`config.mk`:
```
export PLATFORM = sky130hd
export DESIGN_NAME = bcd_addsub
export DESIGN_NICKNAME = d
export VERILOG_FILES = /design/src/rtl/bcdalu_pkg.sv /design/src/rtl/bcdalu_rst_sync.sv /design/src/rtl/bcdalu_digit.sv /design/src/rtl/bcdalu_core.sv /design/src/rtl/bcd_addsub.sv
export SDC_FILE = /design/constraint.sdc
export NUM_CORES = 1
export LEC_CHECK = 0
export BUFFER_PORTS_ARGS = -buffer_cell sky130_fd_sc_hd__buf_4
export CELL_PAD_IN_SITES_DETAIL_PLACEMENT = 0
export CELL_PAD_IN_SITES_GLOBAL_PLACEMENT = 1
export CORE_MARGIN = 2
export CORE_UTILIZATION = 37
export DETAILED_ROUTE_END_ITERATION = 8
export GPL_TIMING_DRIVEN = 0
export PLACE_DENSITY_LB_ADDON = 0.1
export SLEW_MARGIN = 20
export SYNTH_ARGS = -nofsm -noshare
export SYNTH_HDL_FRONTEND = slang
export SYNTH_SLANG_ARGS = --single-unit
```
`constraint.sdc`:
```
create_clock -name clk -period 0.8 [get_ports clk]
set_input_delay 0.08 -clock clk [delete_from_list [all_inputs] [get_ports clk]]
set_output_delay 0.08 -clock clk [all_outputs]
set_load 0.005 [all_outputs]
```
`src/rtl/bcdalu_pkg.sv`:
```
package bcdalu_pkg;
  localparam int NIB_W = 4;

  typedef struct packed {
    logic n;
    logic z;
    logic c;
    logic v;
  } flags_t;
endpackage

```
`src/rtl/bcdalu_rst_sync.sv`:
```
module bcdalu_rst_sync #(
  parameter int STAGES = 2
) (
  input  logic clk,
  input  logic rst_n,
  output logic rst_sync_n
);
  logic [STAGES-1:0] chain_q;

  always_ff @(posedge clk or negedge rst_n) begin
    if (!rst_n) chain_q <= '0;
    else        chain_q <= {chain_q[STAGES-2:0], 1'b1};
  end

  assign rst_sync_n = chain_q[STAGES-1];
endmodule

```
`src/rtl/bcdalu_digit.sv`:
```
module bcdalu_digit (
  input  logic [3:0] a_i,
  input  logic [3:0] b_i,
  input  logic       c_i,
  output logic [3:0] nib_o,
  output logic       c_o
);
  logic [4:0] raw;
  logic [5:0] adj;

  always_comb begin
    raw = {1'b0, a_i} + {1'b0, b_i} + {4'b0, c_i};
    adj = (raw > 5'd9) ? ({1'b0, raw} + 6'd6) : {1'b0, raw};
    // carry only when the corrected digit leaves the 4-bit range
    c_o   = (adj > 6'd15);
    nib_o = adj[3:0];
  end
endmodule

```
`src/rtl/bcdalu_core.sv`:
```
module bcdalu_core #(
  parameter int DIGITS = 2,
  localparam int W = bcdalu_pkg::NIB_W * DIGITS
) (
  input  logic [W-1:0]        acc_i,
  input  logic [W-1:0]        opnd_i,
  input  logic                carry_i,
  input  logic                dec_i,
  input  logic                sub_i,
  output logic [W-1:0]        sum_o,
  output bcdalu_pkg::flags_t  flg_o
);
  localparam logic [W-1:0] NINES = {DIGITS{4'h9}};

  logic [W-1:0]  op_bin, op_dec, dec_sum, zsum;
  logic [W:0]    bin_sum;
  logic [DIGITS:0] cy;
  logic [4:0]    top_raw;

  assign op_bin = sub_i ? ~opnd_i : opnd_i;
  assign op_dec = sub_i ? (NINES - opnd_i) : opnd_i;

  assign cy[0] = carry_i;
  for (genvar g = 0; g < DIGITS; g++) begin : g_digit
    bcdalu_digit u_digit (
      .a_i  (acc_i[4*g +: 4]),
      .b_i  (op_dec[4*g +: 4]),
      .c_i  (cy[g]),
      .nib_o(dec_sum[4*g +: 4]),
      .c_o  (cy[g+1])
    );
  end

  always_comb begin
    bin_sum = {1'b0, acc_i} + {1'b0, op_bin} + {{W{1'b0}}, carry_i};
    zsum    = acc_i + op_dec + {{(W-1){1'b0}}, carry_i};
    top_raw = {1'b0, acc_i[W-1 -: 4]} + {1'b0, op_dec[W-1 -: 4]}
            + {4'b0, cy[DIGITS-1]};
    if (!dec_i) begin
      sum_o   = bin_sum[W-1:0];
      flg_o.c = bin_sum[W];
      flg_o.n = bin_sum[W-1];
      flg_o.z = (bin_sum[W-1:0] == '0);
      flg_o.v = (acc_i[W-1] ~^ op_bin[W-1]) & (acc_i[W-1] ^ bin_sum[W-1]);
    end else begin
      sum_o   = dec_sum;
      flg_o.c = cy[DIGITS];
      flg_o.n = dec_sum[W-1];
      flg_o.z = (zsum == '0);
      flg_o.v = (acc_i[W-1] ~^ op_dec[W-1]) & (acc_i[W-1] ^ top_raw[3]);
    end
  end
endmodule

```
`src/rtl/bcd_addsub.sv`:
```
module bcd_addsub #(
  parameter int DIGITS = 2,
  localparam int W = bcdalu_pkg::NIB_W * DIGITS
) (
  input  logic         clk,
  input  logic         rst_n,
  input  logic         valid_i,
  input  logic [W-1:0] acc_i,
  input  logic [W-1:0] opnd_i,
  input  logic         carry_i,
  input  logic         dec_i,
  input  logic         sub_i,
  output logic [W-1:0] result_o,
  output logic         flag_n_o,
  output logic         flag_z_o,
  output logic         flag_c_o,
  output logic         flag_v_o
);
  import bcdalu_pkg::*;

  logic         rst_sync_n;
  logic [W-1:0] sum_c, res_q, res_d;
  flags_t       flg_c, flg_q, flg_d;

  bcdalu_rst_sync #(.STAGES(2)) u_rst (
    .clk       (clk),
    .rst_n     (rst_n),
    .rst_sync_n(rst_sync_n)
  );

  bcdalu_core #(.DIGITS(DIGITS)) u_core (
    .acc_i  (acc_i),
    .opnd_i (opnd_i),
    .carry_i(carry_i),
    .dec_i  (dec_i),
    .sub_i  (sub_i),
    .sum_o  (sum_c),
    .flg_o  (flg_c)
  );

  always_comb begin
    res_d = res_q;
    flg_d = flg_q;
    if (valid_i) begin
      res_d = sum_c;
      flg_d = flg_c;
    end
  end

  // cleared asynchronously, released by the synchronised reset
  always_ff @(posedge clk or negedge rst_sync_n) begin
    if (!rst_sync_n) begin
      res_q <= '0;
      flg_q <= '0;
    end else begin
      res_q <= res_d;
      flg_q <= flg_d;
    end
  end

  assign result_o = res_q;
  assign flag_n_o = flg_q.n;
  assign flag_z_o = flg_q.z;
  assign flag_c_o = flg_q.c;
  assign flag_v_o = flg_q.v;

  logic [DIGITS-1:0] in_ok, out_ok;
  for (genvar g = 0; g < DIGITS; g++) begin : g_bcd
    assign in_ok[g]  = (acc_i[4*g +: 4] <= 4'd9) && (opnd_i[4*g +: 4] <= 4'd9);
    assign out_ok[g] = (result_o[4*g +: 4] <= 4'd9);
  end


  hold_idle_chk: assert property (@(posedge clk) disable iff (!rst_sync_n)
    !valid_i |=> ($stable(result_o) && $stable({flag_n_o, flag_z_o, flag_c_o, flag_v_o})));


  bin_add_sum_chk: assert property (@(posedge clk) disable iff (!rst_sync_n)
    (valid_i && !dec_i && !sub_i) |=>
      ({flag_c_o, result_o} == ({1'b0, $past(acc_i)} + {1'b0, $past(opnd_i)}
                                + {{W{1'b0}}, $past(carry_i)})));


  bin_zero_chk: assert property (@(posedge clk) disable iff (!rst_sync_n)
    (valid_i && !dec_i) |=> (flag_z_o == (result_o == '0)));


  neg_from_result_chk: assert property (@(posedge clk) disable iff (!rst_sync_n)
    valid_i |=> (flag_n_o == result_o[W-1]));


  dec_digit_range_chk: assert property (@(posedge clk) disable iff (!rst_sync_n)
    (valid_i && dec_i && (&in_ok)) |=> (&out_ok));
endmodule

```
Yosys cells after proc, flatten, opt, wreduce, memory -nomap -nowiden
Cells that the tools add are included.
- input bits: 22
- flip-flop bits (word level): 14
- bits in latches: 0
- memories: 0
- RAM bits: 0
- ROM bits: 0
- output and inout bits: 12
- logic and storage cells: 36
- reduce and logical (&&, ||, !) cells: 2
- equality and inequality tests: 0
- magnitude comparators: 4
- multiply operators: 0
- div/mod/pow operators: 0
- multiplexer cells: 6
- shift-type cells: 0
- $add $sub $neg: 11
- bitwise operators: 7
- operator list (kind ; number):
    8-bit two-way mux ; 3
    8-bit logical NOT ; 2
    5-bit by 3-bit adder with 6-bit output (second input constant) ; 2
    6-bit by 4-bit greater-than comparator with 1-bit output (second input constant) ; 2
    6-bit two-way mux ; 2
    4-bit by 4-bit adder with 5-bit output ; 2
    5-bit by 1-bit adder with 5-bit output ; 2
    5-bit by 4-bit greater-than comparator with 1-bit output (second input constant) ; 2
    8-bit by 8-bit adder with 9-bit output ; 1
    9-bit by 1-bit adder with 9-bit output ; 1
    8-bit by 1-bit adder with 8-bit output ; 1
    8-bit adder ; 1
    8-bit inverter ; 1
    8-bit subtractor (first input constant) ; 1
    4-bit two-way mux ; 1
    1-bit AND ; 2
    1-bit XNOR ; 2
    1-bit bitwise XOR ; 2

Logic depth before layout (Yosys ltp)
Gate-level depths: netlist of the first run.
- depth in word-level cells: 12
- gate-level depth with buffers: 18

Cells and area by module
A second synthesis of the first run with hierarchy kept.
- cell total of the unflattened synthesis: 219
- area total of the unflattened synthesis: 2100.8 um2
- by module, submodules not included (module ; seq. area each (um2) ; area each (um2) ; cells each ; instances):
    bcdalu_core ; 0.0 ; 1002.2 ; 133 ; 1
    bcdalu_digit ; 0.0 ; 280.3 ; 29 ; 2
    bcd_addsub ; 300.3 ; 484.2 ; 25 ; 1
    bcdalu_rst_sync ; 50.0 ; 53.8 ; 3 ; 1

Worst setup path after synthesis of the first run
OpenSTA, ideal clock, no wires.
- path kind: input-to-reg
- from: in sub_i
- to: reg res_q[6] (netlist: result_o[6])
- setup slack: -3.139 ns
- buffers on the path: 1
- data required time: 0.718 ns
- arrival time: 3.857 ns
- cell stages on the path: 16
- cells stage by stage: buf_1 xor2_1 fa_1 inv_1 fa_1 xor2_1 nand2_1 a21o_1 fa_1 inv_1 fa_1 ha_1 nor2b_1 a211o_1 a32o_1 a31oi_1
- word-level cells in the longest chain between the ends: 10
- elaborated cells between the ends (all ways): 16
- RTL lines (element ; line ; RTL):
    start, declared ; bcd_addsub.sv:12 ; input logic sub_i,
    8-bit two-way mux ; bcdalu_core.sv:21 ; assign op_dec = sub_i ? (NINES - opnd_i) : opnd_i;
    4-bit by 4-bit adder with 5-bit output ; bcdalu_digit.sv:12 ; raw = {1'b0, a_i} + {1'b0, b_i} + {4'b0, c_i};
    5-bit by 1-bit adder with 5-bit output ; bcdalu_digit.sv:12 ;
    5-bit by 3-bit adder with 6-bit output or 5-bit by 4-bit greater-than comparator with 1-bit output (tied branches) ; bcdalu_digit.sv:13 ; adj = (raw > 5'd9) ? ({1'b0, raw} + 6'd6) : {1'b0, raw};
    6-bit two-way mux ; bcdalu_digit.sv:13 ;
    6-bit by 4-bit greater-than comparator with 1-bit output ; bcdalu_digit.sv:15 ; c_o = (adj > 6'd15);
    5-bit by 1-bit adder with 5-bit output ; - ;
    5-bit by 3-bit adder with 6-bit output or 5-bit by 4-bit greater-than comparator with 1-bit output (tied branches) ; bcdalu_digit.sv:13 ;
    6-bit two-way mux ; bcdalu_digit.sv:13 ;
    8-bit two-way mux * ; bcdalu_core.sv:39 ; if (!dec_i) begin
    end signal, assigned ; bcd_addsub.sv:56 ; res_q <= res_d;
    end, declared ; bcd_addsub.sv:22 ; logic [W-1:0] sum_c, res_q, res_d;
Every way passes the cells marked *; elsewhere a longest branch is shown, timed or not.
A chain may end at the register's enable or synchronous reset.

Worst setup path in the final report of the first run
Same ends and word-level chain as after synthesis.

==> results.toml, run 1 <==
[status]
status = "finished, violations left"
violations = "setup timing"

[final_layout]
drive_gt1_share_pct = 43.4
stdcell_count = 333
final_common_cell = "buf_4"
n_fill_cell = 411
finish.net_count = 326
area_delta_synth_final_pct = 57.1
antenna_cells = 0
final_cell_mix = "buf_4, buf_6, ha_1, nor2_1, dfrtp_1"

[setup_path]
slowest_stage = "fa_2"
slowest_delay_ns = 0.47
cp.arrival_ns = 3.37
cpMostUsedCell = "fa_2"
critical_path.top_delay_family = "adder cells"
path_buf_inv = 4
critPathCaptureType = "flop"
crit_chain = "buf_8 > buf_12 > xor2_2 > fa_2 > inv_2 > fa_2 > nor2b_2 > o21ai_2 > nand2_1 > a21o_1 > fa_2 > inv_2 > fa_2 > ha_4 > nor2b_4 > a211o_1 > a32o_1 > a31oi_1"
worst_ep_required_time_ns = 0.96
worst-setup-path-type = "input pin to flop"
crit_path_start_kind = "input pin"
cp_max_fo = 4

[floorplanning]
fp.dieW_um = 72.1
core-area_um2 = 4410
dieArea_um2 = 5200
die_h_um = 72.1
ios = 34
start_util_pct = 38.9
fp-row-count = 24

[grt]
grt_pass1_vias = 1747
grt_first_pass_wirelength_um = 8040
grt_max_degree = 12
grt_antenna_before_repair = 0
grt_usage_pct = 19.6
grt_overflow_total = 0

[logic_synthesis]
syn_area_um2 = 1720
postSynthCellCount = 201
yosys.cell_types.count = 53
synth_area_leaders = "dfrtp_1, ha_1, xor2_1, fa_1, xnor2_1"
synth_edf_count = 0
yosys.area.top_type = "dfrtp_1"
ys_warn_count = 0
postSynthAreaPerCell_um2 = 8.54
synth-main-ff-cell = "dfrtp_1"
ys_ff_latch = 13
async_flop_share_pct = 100
synth.top_cell.area_share_pct = 19.0
ys_seq_area_share_pct = 19.0
syn_nets = 245

[route]
vias_per_cell = 5.29
drtAntennaViolNets = 0
drt_iter0_markers = 54
drtPass1Iterations = 4
avgRoutedWirePerCell_um = 14.7
vias = 1760
wl_um = 4910
drc_errors = 0

[sta]
rsz0062_at_grt = "yes"
finalWorstSetupSlack_ns = -2.41
max_freq_mhz = 312
setup_tns_ns = -19.76
period_share_pct = 401
setup_viol = 23
finClkSkew_ns = 0.00314
finalCriticalPeriod_ns = 3.21
slew_viol_final = 0
finalHoldViolations = 0

[power_and_ir_drop]
max-vdd-ir-drop_mv = 0.574
p_leak_nw = 1.23
p_seq_share_pct = 18.0
p_int_mw = 3.27
clock_power_share_pct = 11.3
switching_power_mw = 1.98
pwr-share-comb_pct = 70.8
p_sw_share_pct = 37.7
power.density_nw_per_um2 = 1950

[placement]
io_buffer_count = 33
hpwl_um = 3390
place_congestion = 0.786
placed_cells = 286

[clock_network]
cts_buffer_depth = 2
cts_made_buffers = 3
cts_tree = "built"
clk_pin_slew_worst_paths_ns = 0.06
htreeDepth = 1
clockRootBuffer = "clkbuf_8"
cts_sinks = 13
clock_latency_ns = 0.24

[worst_hold_path]
hold_path_class = "input pin to asynchronous set/reset pin"

[flow_run]
max-cap-violations = 0
[cell usage after synthesis (all sizes together) (6+ instances only)]
cell type and count:
nor3 6, nand2b 6, o21ai 15, nor2 14, inv 14, a21oi 13
nand2 11, dfrtp 13, xor2 14, ha 17, xnor2 11
[layer usage]
layer | vias to the layer above | wire length, µm | GRT usage, %
met5 | - | 0 | 0
met4 | 0 | 45 | 5.03
met3 | 6 | 137 | 1.39
met2 | 41 | 2560 | 35.4
met1 | 832 | 2160 | 25.1
li1 | 881 | - | -
[state kept, by name (all words and copies together), names as in the netlist]
name,flops
flag_z_o,1
u_rst.chain_q,2
flag_v_o,1
flag_c_o,1
result_o,8
[per-stage QoR]
stage	total power [mW]	setup slack [ns]	util, %	instance area [µm²]	hold WS (ns)
finish	5.25	-2.41	61.1	2700	0.153
global route	5.69	-2.58	61.1	2700	0.149
CTS	4.96	-2.42	59.7	2640	0.149
detailed placement	3.46	-3.07	47.9	2110	-0.137
global placement	3.44	-3.09	47.9	2110	-0.138
floorplan	2.68	-2.67	-	1800	-0.216
[timing repair]
action | in CTS | in global routing
gates cloned | 0 | 0
endpoints found under the setup margin | 23 | 23
pin swaps | 19 | 16
hold buffers | 1 | 0
buffers inserted | 48 | 15
hold endpoints to repair | 2 | 0
resized for setup | 32 | 21
[power by group through the flow]
stage               Combinational, mW  Clock (mW)  Sequential (mW)
finish                           3.71       0.591            0.942
global route                     4.08       0.645            0.962
detailed placement               2.53           0            0.929
floorplan                        1.76           0            0.923
CTS                              3.42       0.595            0.946
global placement                 2.52           0            0.924
[worst register-to-register path, stage by stage, from the launching register on]
cell     delay, ns
dfrtp_1       0.37
or2b_2        0.30
o41a_1        0.11
o31ai_1       0.09
[kinds of logic after synthesis]
logic type,synth area share (%)
DFF,19.0
adders and majority gates,18.2
xor gates and xnor gates,13.2
other,0.218
buffers and inverters,4.59
and+or+nand+nor,17.3
muxes,4.37
AOI/OAI and AO/OA,23.1
[path summary, 6_finish.rpt]
path / start / to / slack, ns / depth (start not counted)
min: rst_n / u_rst.chain_q[1] / 0.15 / 2
min in group clk: valid_i / result_o[0] / 0.27 / 3
max in group asynchronous: u_rst.chain_q[1] / result_o[6] / 0.28 / 0
max: sub_i / result_o[6] / -2.41 / 18
max reg2reg: flag_z_o / flag_z_o / -0.18 / 3
min reg2reg: u_rst.chain_q[1] / result_o[2] / 0.20 / 0
[area by class of cell]
type | instances | area (µm²) | share of cell area (%)
clock inverters | 1 | 5.00 | 0.186
well taps | 52 | 65.1 | 2.41
inverters | 14 | 55.1 | 2.04
flip-flops and latches | 13 | 325 | 12.1
multi-input cells | 169 | 1480 | 54.8
clock buffers | 3 | 41.3 | 1.53
repair buffers | 76 | 682 | 25.3
plain buffers | 5 | 46.3 | 1.72
Note: power is estimated with default switching activity, not from simulation.
==> inputs of run 2 (changes only) <==
Settings changed: CELL_PAD_IN_SITES_DETAIL_PLACEMENT 0 to 1, CELL_PAD_IN_SITES_GLOBAL_PLACEMENT 1 to 2, CORE_UTILIZATION 37 to 30.
==> run 2 against run 1 <==
The flow still finishes with violations (setup timing). Fmax shrank 1.9%. Critical path depth fell by 1. Clock power increased by 3%. Flip-flop and latch count did not move. Worst setup slack lost 0.063 ns. Register-to-register slack about the same. Largest power group unchanged.
==> results.toml, run 2 (synthesized netlist as in run 1, its figures left out) <==
[clock_network]
cts_buffer_depth = 2
clockRootBuffer = "clkbuf_8"
clk_pin_slew_worst_paths_ns = 0.06
cts_made_buffers = 3
clock_latency_ns = 0.25
cts_sinks = 13
htreeDepth = 1
cts_tree = "built"

[placement]
place_congestion = 0.744
io_buffer_count = 33
pre_cts_slack_ns = -3.14
hpwl_um = 3980

[setup_path]
critical_path.top_delay_family = "adder cells"
cp.arrival_ns = 3.44
crit_chain = "buf_8 > buf_12 > xor2_2 > fa_2 > inv_2 > fa_2 > xor2_2 > nand2_4 > a21o_1 > fa_2 > inv_2 > fa_2 > ha_4 > nor2b_4 > a211o_1 > a32o_2 > a31oi_1"
slowest_stage = "fa_2"
cp_max_fo = 3
cpMostUsedCell = "fa_2"
critPathCaptureType = "flop"
slowest_delay_ns = 0.48
path_buf_inv = 4
worst-setup-path-type = "input pin to flop"
crit_path_start_kind = "input pin"
worst_ep_required_time_ns = 0.97

[route]
drt_iter0_markers = 46
avgRoutedWirePerCell_um = 16.0
vias_per_cell = 4.94
vias = 1807
wl_um = 5870
drc_errors = 0
drtPass1Iterations = 4
drtAntennaViolNets = 0

[grt]
grt_antenna_before_repair = 0
grt_overflow_total = 0
grt_max_degree = 12
grt_usage_pct = 19.5
grt_first_pass_wirelength_um = 9490
grt_pass1_vias = 1935

[sta]
period_share_pct = 409
finalHoldViolations = 0
finalWorstSetupSlack_ns = -2.47
slew_viol_final = 0
finalCriticalPeriod_ns = 3.27
setup_viol = 23
max_freq_mhz = 306
rsz0062_at_grt = "yes"
finClkSkew_ns = 0.00239
setup_tns_ns = -20.67

[floorplanning]
fp-row-count = 27
fp.dieW_um = 79.6
dieArea_um2 = 6340
ios = 34
die_h_um = 79.6
start_util_pct = 31.2
core-area_um2 = 5510

[final_layout]
area_delta_synth_final_pct = 65.6
drive_gt1_share_pct = 45.9
reg.largest.list = "result_o x8, u_rst.chain_q x2"
largest_reg_flops = 8
register_area_um2 = 325
antenna_cells = 0
postLayoutCoreUtil_pct = 51.6
final_cell_mix = "buf_4, buf_6, ha_1, nor2_1, dfrtp_1"
multi_input_area_um2 = 1500
final_common_cell = "buf_4"
top_register = "result_o"
n_fill_cell = 625
finish.net_count = 339

[worst_hold_path]
hold_path_class = "input pin to asynchronous set/reset pin"

[power_and_ir_drop]
p_sw_share_pct = 38.2
clock_power_share_pct = 10.9
p_seq_share_pct = 16.9
p_int_mw = 3.46
max-vdd-ir-drop_mv = 1.14
pwr-share-comb_pct = 72.2
power.density_nw_per_um2 = 1970
switching_power_mw = 2.14
p_leak_nw = 1.30

[status]
violations = "setup timing"
status = "finished, violations left"

[flow_run]
max-cap-violations = 0
-- run 2: power groups by stage --
stage / combinational [mW] / sequential (mW) / clock (mW)
2_1_floorplan: 1.76 / 0.923 / 0
5_1_grt: 4.39 / 0.966 / 0.654
6_report: 4.04 / 0.947 / 0.610
3_3_place_gp: 2.57 / 0.922 / 0
3_5_place_dp: 2.62 / 0.929 / 0
4_1_cts: 3.69 / 0.948 / 0.605
-- run 2: area by class of cell --
cell class	instances	share of cell area, %
multi-input cells	169	52.6
well taps	72	3.17
plain buffers	5	1.63
repair buffers	89	27.4
clock buffers	3	1.45
clock inverters	1	0.176
inverters	14	2.11
flip-flops and latches	13	11.4
-- run 2: worst reg2reg max path: stages, from the launching register on --
cell and delay (ns):
dfrtp_1 0.36, or2b_2 0.31, o41a_1 0.13, o31ai_2 0.08
-- run 2: metal layers --
metal  GRT usage (%)  wire length (µm)  share of wire, %
met4            6.55               117               2.0
met2            36.7              3060                52
met1            23.3              2560                44
met3            1.24               129               2.2
met5               0                 0                 0
-- run 2: stage by stage --
step           cells  total power [mW]  hold slack (ns)  cell area [µm²]
5_1_grt          366              6.00            0.154             2840
4_1_cts          358              5.24            0.143             2740
6_report         366              5.60            0.145             2840
3_3_place_gp     306              3.49           -0.138             2140
2_1_floorplan    201              2.68           -0.216             1800
3_5_place_dp     306              3.54           -0.136             2140
-- run 2: timing repair --
item | CTS | global route
setup buffers | 55 | 8
hold buffers | 1 | 0
setup endpoints to repair | 23 | 23
gates resized for setup | 49 | 9
endpoints found under the hold margin | 2 | 0
pin swaps | 22 | 5
-- run 2: final timing paths --
kind | startpoint | to | slack, ns | depth (start not counted)
max in group asynchronous | u_rst.chain_q[1] | flag_c_o | 0.30 | 0
min in group clk | valid_i | result_o[3] | 0.26 | 3
worst min-delay path | rst_n | u_rst.chain_q[1] | 0.14 | 2
worst max-delay path | sub_i | result_o[6] | -2.47 | 17
worst max register to register | flag_z_o | flag_z_o | -0.19 | 3
worst min register to register | u_rst.chain_q[1] | result_o[3] | 0.19 | 0
==> inputs of run 3 (changes only) <==
--- a/config.mk
+++ b/config.mk
@@ -7,2 +7,3 @@
 export LEC_CHECK = 0
+export ABC_AREA = 1
 export BUFFER_PORTS_ARGS = -buffer_cell sky130_fd_sc_hd__buf_4
@@ -11,3 +12,3 @@
 export CORE_MARGIN = 2
-export CORE_UTILIZATION = 30
+export CORE_UTILIZATION = 28
 export DETAILED_ROUTE_END_ITERATION = 8
--- a/constraint.sdc
+++ b/constraint.sdc
@@ -3,2 +3,2 @@
 set_output_delay 0.08 -clock clk [all_outputs]
-set_load 0.005 [all_outputs]
+set_load 0.02 [all_outputs]
==> run 3 against run 2 <==
The run still ends with setup timing left. First-iteration DRC count is 74% higher. Global-route usage is 2.9 points lower. Largest power group unchanged. Critical endpoint is now result_o[7]. Register-to-register slack improved by 0.21 ns. Utilization down 9.2 points.
==> results.toml, run 3 <==
[route]
wl_um = 5990
drt_iter0_markers = 80
drtAntennaViolNets = 0
drc_errors = 0
vias_per_cell = 4.47
drtPass1Iterations = 4
vias = 2075
avgRoutedWirePerCell_um = 12.9

[sta]
max_freq_mhz = 321
finalWorstSetupSlack_ns = -2.32
finClkSkew_ns = 0.000683
finalHoldViolations = 0
slew_viol_final = 0
setup_viol = 23
finalCriticalPeriod_ns = 3.12
period_share_pct = 390
rsz0062_at_grt = "yes"

[setup_path]
cp.arrival_ns = 3.26
worst-setup-path-type = "input pin to flop"
path_buf_inv = 4
rrSetupSlack_ns = 0.02
crit_chain = "buf_8 > buf_12 > xor2_2 > fa_2 > inv_2 > fa_2 > nand3_4 > nand3_4 > nand2_4 > fa_2 > inv_2 > fa_2 > ha_4 > or2_4 > nand2_4 > nand2_4 > nand2_4 > nand2_2 > nand2_1 > nand2_1 > nand2_1 > nand2_1"
critPathCaptureType = "flop"
slowest_delay_ns = 0.56
worst_ep_required_time_ns = 0.94
cp.depth = 22
slowest_stage = "fa_2"
cp_max_fo = 6
critical_path.top_delay_family = "adder cells"
crit_path_start_kind = "input pin"
worst_r2r_path_depth = 3

[floorplanning]
start_util_pct = 29.0
die_h_um = 87.9
dieArea_um2 = 7730
fp.dieW_um = 87.9
fp-row-count = 30
ios = 34
core-area_um2 = 6790

[grt]
grt_usage_pct = 16.7
grt_max_degree = 12
grt_pass1_vias = 2164
grt_overflow_total = 0
grt_first_pass_wirelength_um = 10100
grt_antenna_before_repair = 0

[logic_synthesis]
synth_edf_count = 0
postSynthCellCount = 304
synth_most_common_cell = "nand2_1"
postSynthAreaPerCell_um2 = 6.49
ys_ff_latch = 13
ys_warn_count = 0
synth-main-ff-cell = "dfrtp_1"
async_flop_share_pct = 100
ys_seq_area_share_pct = 16.5
yosys.area.top_type = "nand2_1"
yosys.cell_types.count = 32
syn_area_um2 = 1970
synth_area_leaders = "nand2_1, dfrtp_1, ha_1, inv_1, nand3_1"
synth.top_cell.area_share_pct = 18.3
syn_nets = 348
synth_common_cells = "nand2_1, inv_1, nand3_1"

[worst_hold_path]
hold_path_class = "flop to asynchronous set/reset pin"

[clock_network]
clock_latency_ns = 0.24
cts_sinks = 13
cts_tree = "built"
cts_made_buffers = 3
clockRootBuffer = "clkbuf_8"
clk_pin_slew_worst_paths_ns = 0.05
cts_buffer_depth = 2
htreeDepth = 1

[power_and_ir_drop]
max-vdd-ir-drop_mv = 0.499
p_leak_nw = 1.51
power.density_nw_per_um2 = 1760

[final_layout]
area_delta_synth_final_pct = 46.0
drive_gt1_share_pct = 35.9
finish.net_count = 413
antenna_cells = 0
n_fill_cell = 882
reg.largest.list = "result_o x8, u_rst.chain_q x2"
multi_input_area_um2 = 1600
final_common_cell = "nand2_1"
stdcell_count = 464
register_area_um2 = 325
final_cell_mix = "nand2_1, buf_4, inv_1, nand3_1, buf_6"
largest_reg_flops = 8
top_register = "result_o"

[placement]
placed_cells = 433
hpwl_um = 4980
pre_cts_slack_ns = -3.14
io_buffer_count = 33
place_congestion = 0.781

[status]
violations = "setup timing"
status = "finished, violations left"

[flow_run]
max-cap-violations = 0
run 3: cell count changes after synthesis, moves of 5 or more:
cell,before,now
nand2_1,11,96
inv_1,14,43
nand3_1,1,28
xnor2_1,11,0
o21ai_0,14,4
nand2_2,0,9
nor2_1,14,23
nand2b_1,6,0
nor3_1,6,0
nand3_2,0,5
nand4_1,1,6
nor2b_1,5,0
o211ai_1,5,0
run 3: metal layers:
layer | part of all wire (%) | global-route usage (%)
met5 | 0 | 0
met3 | 2.1 | 1.60
met4 | 0.45 | 2.10
met2 | 51 | 30.8
met1 | 46 | 21.5
run 3: kinds of logic after synthesis:
family / count (synthesis) / share of synthesized area (%)
multiplexers: 1 / 0.571
AND/OR/NAND/NOR: 179 / 42.4
AO/OA/AOI/OAI: 22 / 7.17
flip-flops: 13 / 16.5
XOR/XNOR: 12 / 5.33
adder cells (fa/ha/maj): 22 / 15.9
buffers and inverters: 54 / 11.9
other: 1 / 0.190
run 3: report_power, final:
| part | switching, mW | leakage, nW | internal [mW] | total (mW) |
|---|---|---|---|---|
| logic | 1.91 | 1.34 | 1.69 | 3.60 |
| registers | 0.0997 | 0.156 | 0.783 | 0.882 |
| clock network | 0.229 | 0.0228 | 0.352 | 0.581 |
run 3: layout make-up:
type / instances / share of cell area, %
buffer: 6 / 2.26
clock buffer: 4 / 1.56
inverter: 47 / 6.39
multi-input combinational: 237 / 55.6
sequential: 13 / 11.3
tap: 96 / 4.17
timing repair buffer: 61 / 18.7
run 3: what timing repair did:
| item | in CTS | in global routing |
|---|---|---|
| hold endpoints to repair | 2 | 0 |
| setup buffers | 21 | 6 |
| hold buffers | 1 | 0 |
| pin swaps | 20 | 12 |
| resized for setup | 41 | 12 |
| gates cloned | 0 | 0 |
| setup endpoints to repair | 23 | 23 |
run 3: path summary, 6_finish.rpt:
path,from,to
max,sub_i,result_o[7]
min,u_rst.chain_q[1],result_o[5]
max reg2reg,result_o[3],result_o[3]
min reg2reg,u_rst.chain_q[1],result_o[5]
max in group asynchronous,u_rst.chain_q[1],result_o[0]
min in group clk,valid_i,flag_v_o
run 3: worst reg2reg max path: cells and delay by family, from the launching register on:
family,cells,cell delay (ns)
simple gates,1,0.09
compound gates,1,0.05
flops,1,0.39
buf+inv,1,0.14
run 3: stage by stage:
step | util, % | power (mW) | hold WS [ns] | cell area (µm²) | TNS [ns]
floorplan | - | 2.91 | -0.216 | 2030 | -17.81
global placement | 35.2 | 3.71 | -0.137 | 2390 | -22.71
detailed placement | 35.2 | 3.75 | -0.135 | 2390 | -22.83
CTS | 40.8 | 4.93 | 0.141 | 2780 | -17.86
global route | 42.4 | 5.55 | 0.184 | 2880 | -19.99
finish | 42.4 | 5.06 | 0.176 | 2880 | -18.16
